**src/rtl/sdram_burst_pkg.sv**
```systemverilog
package sdram_burst_pkg;

  localparam int LEN_CODE_W = 3;
  localparam int LG_W       = 2;

  // Length codes on the len input
  typedef enum logic [LEN_CODE_W-1:0] {
    BLEN_1    = 3'd0,
    BLEN_2    = 3'd1,
    BLEN_4    = 3'd2,
    BLEN_8    = 3'd3,
    BLEN_PAGE = 3'd4
  } blen_e;

  // Decoded burst mode held for the duration of a burst
  typedef struct packed {
    logic            page;  // full-page, unbounded
    logic            xorp;  // interleaved order in effect
    logic [LG_W-1:0] lg;    // log2 of finite length
  } bmode_t;

endpackage

```
**src/rtl/burst_len_decode.sv**
```systemverilog
module burst_len_decode
  import sdram_burst_pkg::*;
(
  input  logic [LEN_CODE_W-1:0] code_i,
  input  logic                  ilv_i,
  output bmode_t                mode_o
);

  logic page;

  always_comb begin
    page        = (code_i >= LEN_CODE_W'(BLEN_PAGE));
    mode_o.page = page;
    mode_o.lg   = page ? '0 : code_i[LG_W-1:0];
    mode_o.xorp = ilv_i && !page && (code_i[LG_W-1:0] != '0);
  end

endmodule

```
**src/rtl/burst_col_gen.sv**
```systemverilog
module burst_col_gen
  import sdram_burst_pkg::*;
#(
  parameter int COL_W = 8
) (
  input  logic [COL_W-1:0] base_i,
  input  logic [COL_W-1:0] idx_i,
  input  bmode_t           mode_i,
  output logic [COL_W-1:0] col_o
);

  logic [COL_W-1:0] wrap_mask;
  logic [COL_W-1:0] sum_col;
  logic [COL_W-1:0] xor_col;

  // Bits that move during the burst; the rest keep the start column
  for (genvar b = 0; b < COL_W; b++) begin : g_mask
    assign wrap_mask[b] = mode_i.page || (b < int'(mode_i.lg));
  end

  always_comb begin
    sum_col = base_i + idx_i;
    xor_col = base_i ^ idx_i;
    if (mode_i.xorp)
      col_o = (base_i & ~wrap_mask) | (xor_col & wrap_mask);
    else
      col_o = (base_i & ~wrap_mask) | (sum_col & wrap_mask);
  end

endmodule

```
**src/rtl/burst_beat_ctrl.sv**
```systemverilog
module burst_beat_ctrl
  import sdram_burst_pkg::*;
#(
  parameter int COL_W = 8
) (
  input  logic             clk,
  input  logic             rst,
  input  logic             start_i,
  input  logic             stop_i,
  input  bmode_t           mode_new_i,
  input  bmode_t           mode_cur_i,
  output logic             valid_o,
  output logic             last_o,
  output logic             adv_o,
  output logic [COL_W-1:0] idx_nxt_o
);

  logic [COL_W-1:0] idx_q;
  logic [COL_W-1:0] final_idx;
  logic             last_nxt;

  always_comb begin
    idx_nxt_o = idx_q + COL_W'(1);
    final_idx = COL_W'((32'd1 << mode_cur_i.lg) - 32'd1);
    last_nxt  = !mode_cur_i.page && (idx_nxt_o == final_idx);
    adv_o     = valid_o && !start_i && !stop_i && !last_o;
  end

  always_ff @(posedge clk) begin
    if (rst) begin
      idx_q   <= '0;
      valid_o <= 1'b0;
      last_o  <= 1'b0;
    end else if (start_i) begin
      idx_q   <= '0;
      valid_o <= 1'b1;
      last_o  <= !mode_new_i.page && (mode_new_i.lg == '0);
    end else if (adv_o) begin
      idx_q   <= idx_nxt_o;
      last_o  <= last_nxt;
    end else begin
      valid_o <= 1'b0;
      last_o  <= 1'b0;
    end
  end

endmodule

```
**src/rtl/burst_col_seq.sv**
```systemverilog
module burst_col_seq
  import sdram_burst_pkg::*;
#(
  parameter int COL_W = 8
) (
  input  logic                  clk,
  input  logic                  rst,
  input  logic                  start_i,
  input  logic [COL_W-1:0]      start_col_i,
  input  logic [LEN_CODE_W-1:0] len_i,
  input  logic                  ilv_i,
  input  logic                  stop_i,
  output logic [COL_W-1:0]      col_o,
  output logic                  valid_o,
  output logic                  last_o
);

  bmode_t           mode_new;
  bmode_t           mode_q;
  logic [COL_W-1:0] base_q;
  logic [COL_W-1:0] idx_nxt;
  logic [COL_W-1:0] col_nxt;
  logic             adv;

  burst_len_decode u_dec (
    .code_i (len_i),
    .ilv_i  (ilv_i),
    .mode_o (mode_new)
  );

  burst_beat_ctrl #(.COL_W(COL_W)) u_ctrl (
    .clk        (clk),
    .rst        (rst),
    .start_i    (start_i),
    .stop_i     (stop_i),
    .mode_new_i (mode_new),
    .mode_cur_i (mode_q),
    .valid_o    (valid_o),
    .last_o     (last_o),
    .adv_o      (adv),
    .idx_nxt_o  (idx_nxt)
  );

  burst_col_gen #(.COL_W(COL_W)) u_gen (
    .base_i (base_q),
    .idx_i  (idx_nxt),
    .mode_i (mode_q),
    .col_o  (col_nxt)
  );

  always_ff @(posedge clk) begin
    if (rst) begin
      base_q <= '0;
      mode_q <= '0;
      col_o  <= '0;
    end else if (start_i) begin
      base_q <= start_col_i;
      mode_q <= mode_new;
      col_o  <= start_col_i;
    end else if (adv) begin
      col_o  <= col_nxt;
    end
  end

endmodule

```
**config.mk**
```make
export PLATFORM = sky130hd
export DESIGN_NAME = burst_col_seq
export DESIGN_NICKNAME = d
export VERILOG_FILES = /design/src/rtl/sdram_burst_pkg.sv /design/src/rtl/burst_len_decode.sv /design/src/rtl/burst_col_gen.sv /design/src/rtl/burst_beat_ctrl.sv /design/src/rtl/burst_col_seq.sv
export SDC_FILE = /design/constraint.sdc
export NUM_CORES = 1
export LEC_CHECK = 0
export ABC_AREA = 1
export BUFFER_PORTS_ARGS = -buffer_cell sky130_fd_sc_hd__buf_2
export CAP_MARGIN = 25
export CORE_MARGIN = 1.5
export CORE_UTILIZATION = 51
export CTS_CLUSTER_SIZE = 28
export DETAILED_ROUTE_END_ITERATION = 6
export PLACE_DENSITY = 0.84
export SYNTH_ARGS = -nofsm -noshare
export SYNTH_HDL_FRONTEND = slang
export SYNTH_SLANG_ARGS = --single-unit
```
**constraint.sdc**
```tcl
create_clock -name clk -period 2.03 [get_ports clk]
set_clock_uncertainty 0.1 [all_clocks]
set_input_delay 0.1015 -clock clk [delete_from_list [all_inputs] [get_ports clk]]
set_output_delay 0.1015 -clock clk [all_outputs]
set_load 0.03 [all_outputs]
```
## Yosys cells after proc, flatten, opt, wreduce, memory -nomap -nowiden

Cells that the tools add are included.

- $add $sub $neg: 3
- Order comparisons: 4
- Reductions and logical operators: 19
- Shifts and indexed selects: 1
- Mux-type cells: 8
- Equality and inequality tests: 2
- Bitwise gates (word level): 7

Operators with widths:

| operator | number |
|---|---|
| 8-bit bitwise AND | 3 |
| 8-bit 2-to-1 mux | 3 |
| 8-bit OR | 2 |
| 8-bit by 1-bit adder with 8-bit output (second input constant) | 1 |
| 8-bit adder | 1 |
| 8-bit == test | 1 |
| 8-bit NOT | 1 |
| 1-bit by 2-bit << shifter with 8-bit output (first input constant) | 1 |
| 8-bit by 1-bit subtractor with 8-bit output (second input constant) | 1 |
| 8-bit bitwise XOR | 1 |
| 1-bit logical AND | 7 |
| 1-bit zero test | 5 |
| 1-bit by 2-bit < comparator with 1-bit output (first input constant) | 2 |
| 1-bit 2-to-1 mux | 4 |
| 2-bit nonzero test | 2 |
| 3-bit greater-or-equal comparator (second input constant) | 1 |
| 1-bit logical OR | 3 |
| 2-bit zero test | 1 |
| 2-bit < comparator (first input constant) | 1 |
| 2-bit 2-to-1 mux | 1 |
| 2-bit != test (second input constant) | 1 |
| 2-bit OR reduction | 1 |

- Output and inout port bits: 10
- Input port bits: 16
- Register bits after elaboration: 30
- Logic and storage cells: 52

## Logic depth before layout (Yosys ltp)

- Depth in word-level cells: 8
- Depth in mapped cells: 18

## Cells and area by module

A second synthesis with hierarchy kept.

- Cells, all modules: 312
- Area, all modules: 1,971.9 µm²

By module, submodules not included:

| module | cells each | instances | area an instance (µm²) |
|---|---|---|---|
| burst_col_seq | 105 | 1 | 775.7 |
| burst_beat_ctrl | 115 | 1 | 700.7 |
| burst_col_gen | 82 | 1 | 451.7 |
| burst_len_decode | 10 | 1 | 43.8 |

## Worst setup path before layout

Ideal clock, no wire load.

- Path kind: register to register
- Start: register u_ctrl.idx_q[0]
- End: register col_o[7]
- Period minus slack after synthesis: 2,123 ps
- Buffers on the path: 0
- Arrival: 1,910 ps
- Path slack: -93 ps
- Stages on the path, launching flop included: 18
- Cells stage by stage: dfxtp_1 -> ha_1 -> nand2_2 -> nor2_1 -> nand3_1 -> nand2_1 -> inv_1 -> ha_1 -> nand2_1 -> inv_1 -> a21oi_1 -> nand2_1 -> nand2_1 -> nand2_2 -> nand3_2 -> nand2_1 -> nand3_1 -> nand2_1

- Longest elaborated chain between the ends: 7

RTL lines:

| what | line | RTL |
|---|---|---|
| from (decl) | burst_beat_ctrl.sv:18 | `logic [COL_W-1:0] idx_q;` |
| from (signal assigned) | burst_beat_ctrl.sv:39 | `idx_q <= idx_nxt_o;` |
| 8-bit by 1-bit adder with 8-bit output | burst_beat_ctrl.sv:23 | `idx_nxt_o = idx_q + COL_W'(1);` |
| named net idx_nxt[6] | burst_col_seq.sv:21 | `logic [COL_W-1:0] idx_nxt;` |
| 8-bit adder | burst_col_gen.sv:22 | `sum_col = base_i + idx_i;` |
| 8-bit bitwise AND | burst_col_gen.sv:27 | `col_o = (base_i & ~wrap_mask) \| (sum_col & wrap_mask);` |
| 8-bit OR | burst_col_gen.sv:27 |  |
| 8-bit 2-to-1 mux | burst_col_gen.sv:24 | `if (mode_i.xorp)` |
| 8-bit 2-to-1 mux | burst_col_seq.sv:60 | `end else if (adv) begin` |
| 8-bit 2-to-1 mux | burst_col_seq.sv:56 | `end else if (start_i) begin` |
| to (signal assigned) | burst_col_seq.sv:59 | `col_o <= start_col_i;` |
| to (signal assigned) | burst_col_seq.sv:61 | `col_o <= col_nxt;` |
| to (decl) | burst_col_seq.sv:13 | `output logic [COL_W-1:0] col_o,` |

The timed path passes the listed nets, and every way through them passes these cells. The select of a mux whose other input is x is not followed.
A chain may end at the register's enable or synchronous reset.

## Final worst setup path

- Start: register u_ctrl.idx_q[1]
- End: register col_o[7]

Same word-level chain as after synthesis.

==> results.yml <==
status:
  status: "complete, but fails checks"
  violations: "setup timing"
sta:
  setup_ws_ps: -135
  finalHoldViolCount: 0
  setup-violations-final: 2
  slew_violations: 0
  hold_ws_ps: 33.7
  fmax_mhz: 462
  fin_crit_ps: 2170
  relSlewSlack_pct: 74.0
  rsz0062_at_grt: "true"
  min_period_over_period_pct: 107
  worstMarginPinSlew_ps: 389
grt:
  grt_pass1_vias: 2065
  grt_usage_pct: 30.4
  antenna_found_initial: 0
  grt_pass1_wl_microns: 9560
  overflow: 0
  grt_max_degree: 21
routing:
  wl_microns: 6280
  viasPerCell: 5.75
  dr.first_iter.drc_count: 217
  vias: 2207
  drc: 0
  drtPass1Iterations: 5
  detail-route-antenna-nets: 0
  wl_per_cell_microns: 16.3
setup_path:
  slowest_stage: "dfxtp_4"
  path_cells: "ha_4 > nand2_4 > nor2_4 > nand2_2 > nand2_2 > nand2_4 > inv_4 > ha_4 > nand2_4 > inv_2 > a21oi_2 > nand2_2 > nand2_2 > nand2_2 > nand3_2 > nand2_2 > nand3_2 > nand2_1"
  critical-path-max-stage-delay_ps: 390
  arrival_ps: 2320
  cp_max_fo: 4
  crit_path_end_kind: "flip-flop"
  startpoint_type: "flip-flop"
  path_common_cell: "nand2_2"
  critical_path_class: "reg -> reg"
  required_ps: 2180
logic_synthesis:
  synth-edff-count: 0
  synth_most_common_cell: "nand2_1"
  synthFlopType: "dfxtp_1"
  synthTopCellsByCount: "nand2_1 (79), inv_1 (32), dfxtp_1 (30)"
  synth_area_sq_um: 1860
  synthXorXnorAreaFrac_pct: 1.34
  synth.area.top_cells: "dfxtp_1 (32%), nand2_1 (16%), ha_1 (8.1%)"
  ys_seq_area_share_pct: 32.2
  ys_types: 33
  synth_fa_ha_area_share_pct: 9.13
  synth_top_cell_by_area: "dfxtp_1"
  synth_nets: 301
  ys_warn_count: 0
  synth_cells: 272
  muxShareOfSynthArea_pct: 1.07
  synth_top_family_by_area: "simple AND/OR/NAND/NOR gates"
  synth_seq_cells: 30
  synth_top_area_share_pct: 32.2
  synth_compound_area_share_pct: 14.4
  async_flop_share_pct: 0
  yosys.area_share.simple_pct: 32.8
  synth_area_per_cell_sq_um: 6.85
placement:
  hpwlAfterDp_microns: 3670
  dp_slack_ps: -94.8
  gp_congestion: 0.890
  portBuffers: 25
  post_dp_cell_area_sq_um: 2180
power:
  peakVddDrop_uv: 511
  powerDensity_nw_per_um2: 485
  power.total_uw: 1270
  p_leak_uw: 0.00124
worst_hold_path:
  hold_class: "in -> reg"
floorplan:
  die_h_microns: 63.4
  dieArea_sq_um: 4020
  core-area_sq_um: 3420
  core.rowCount: 21
  start_util_pct: 54.5
  io_pins: 26
  die_x_microns: 63.4
clocking:
  clk_path_buf_depth: 2
  numCtsBuffers: 5
  clk_latency_ps: 340
  clkSinkCount: 30
  root_buffer: "clkbuf_4"
  clkTransAtPathRegs_ps: 100
  cts_tree: "built"
  ctsHtreeMaxLevel: 2
flow_run:
  cap_violations: 0
cells_and_area:
  design_area_sq_um: 2620
  fillers: 225
  area_growth_pct: 40.6
  drive_above_1_share_pct: 35.8
  n_antenna_cell: 0
  num-nets-final: 366
  utilization_pct: 76.7
-- registers in the layout, summed over array words and instances (netlist names) --
register and flops:
u_ctrl.last_o 1, base_q 8, col_o 8, mode_q 4, u_ctrl.valid_o 1, u_ctrl.idx_q 8
-- metal layers --
layer,wire length (microns),up-vias,GRT usage [%]
met5,0,-,0
met4,230,0,13.6
met3,443,32,5.54
met2,3130,130,54.1
met1,2470,1025,35.2
li1,-,1020,-
-- layout make-up --
type | instances | area, sq um | area share (%)
Inverter | 39 | 154 | 5.87
Clock inverter | 2 | 12.5 | 0.478
Timing Repair Buffer | 61 | 430 | 16.4
Clock buffer | 6 | 51.3 | 1.96
Multi-Input combinational cell | 200 | 1300 | 49.7
Sequential cell | 30 | 613 | 23.4
Tap cell | 46 | 57.6 | 2.20
-- path summary, 6_finish.rpt --
check / from / to / slack [ps] / cells past startpoint
max reg2reg: u_ctrl.idx_q[1] / col_o[7] / -140 / 18
max: u_ctrl.idx_q[1] / col_o[7] / -140 / 18
min: len_i[2] / mode_q[0] / 30 / 4
min reg2reg: col_o[2] / col_o[2] / 410 / 2
-- power breakdown --
group / internal (uW) / switching, uW
clock: 166 / 233
sequential: 610 / 25.4
combinational: 93.2 / 144
-- kinds of logic after synthesis --
| family | after synthesis |
|---|---|
| flops | 30 |
| compound gates | 46 |
| buf+inv | 42 |
| mux | 2 |
| fa+ha+maj | 13 |
| simple gates | 137 |
| xor+xnor | 2 |
-- critical path: cells and delay by family (launching register included) --
| family | cells | cell delay (ps) |
|---|---|---|
| and+or+nand+nor | 13 | 960 |
| DFF | 1 | 390 |
| adders and majority gates | 2 | 370 |
| AOI/OAI and AO/OA | 1 | 120 |
| buffers and inverters | 2 | 110 |
-- per-stage QoR --
step                      setup TNS (ps)  instances
after global routing                -661        384
after CTS                          -74.9        382
after floorplan                        0        272
final                               -159        384
after global placement             -49.6        358
after detailed placement            -137        358
-- cells in the final DEF, fill, tap and decap left out, types with 6 or more instances in the layout --
cell           instances
nor2_1                23
buf_4                 23
ha_4                   6
nand2_1               60
dfxtp_1               26
ha_1                   6
a21oi_1               11
dlygate4sd3_1         11
nand3_2                9
o22ai_1               12
inv_1                 29
nand2_2               20
buf_2                 25
nand3_1               10
-- repair_timing --
action	in CTS	in global routing
buffers inserted	5	4
gates cloned	0	0
pin swaps	8	17
hold buffers	11	0
setup endpoints to repair	4	7
resized for setup	17	39
hold endpoints to repair	16	0
Power figures use the tool's default switching activity.
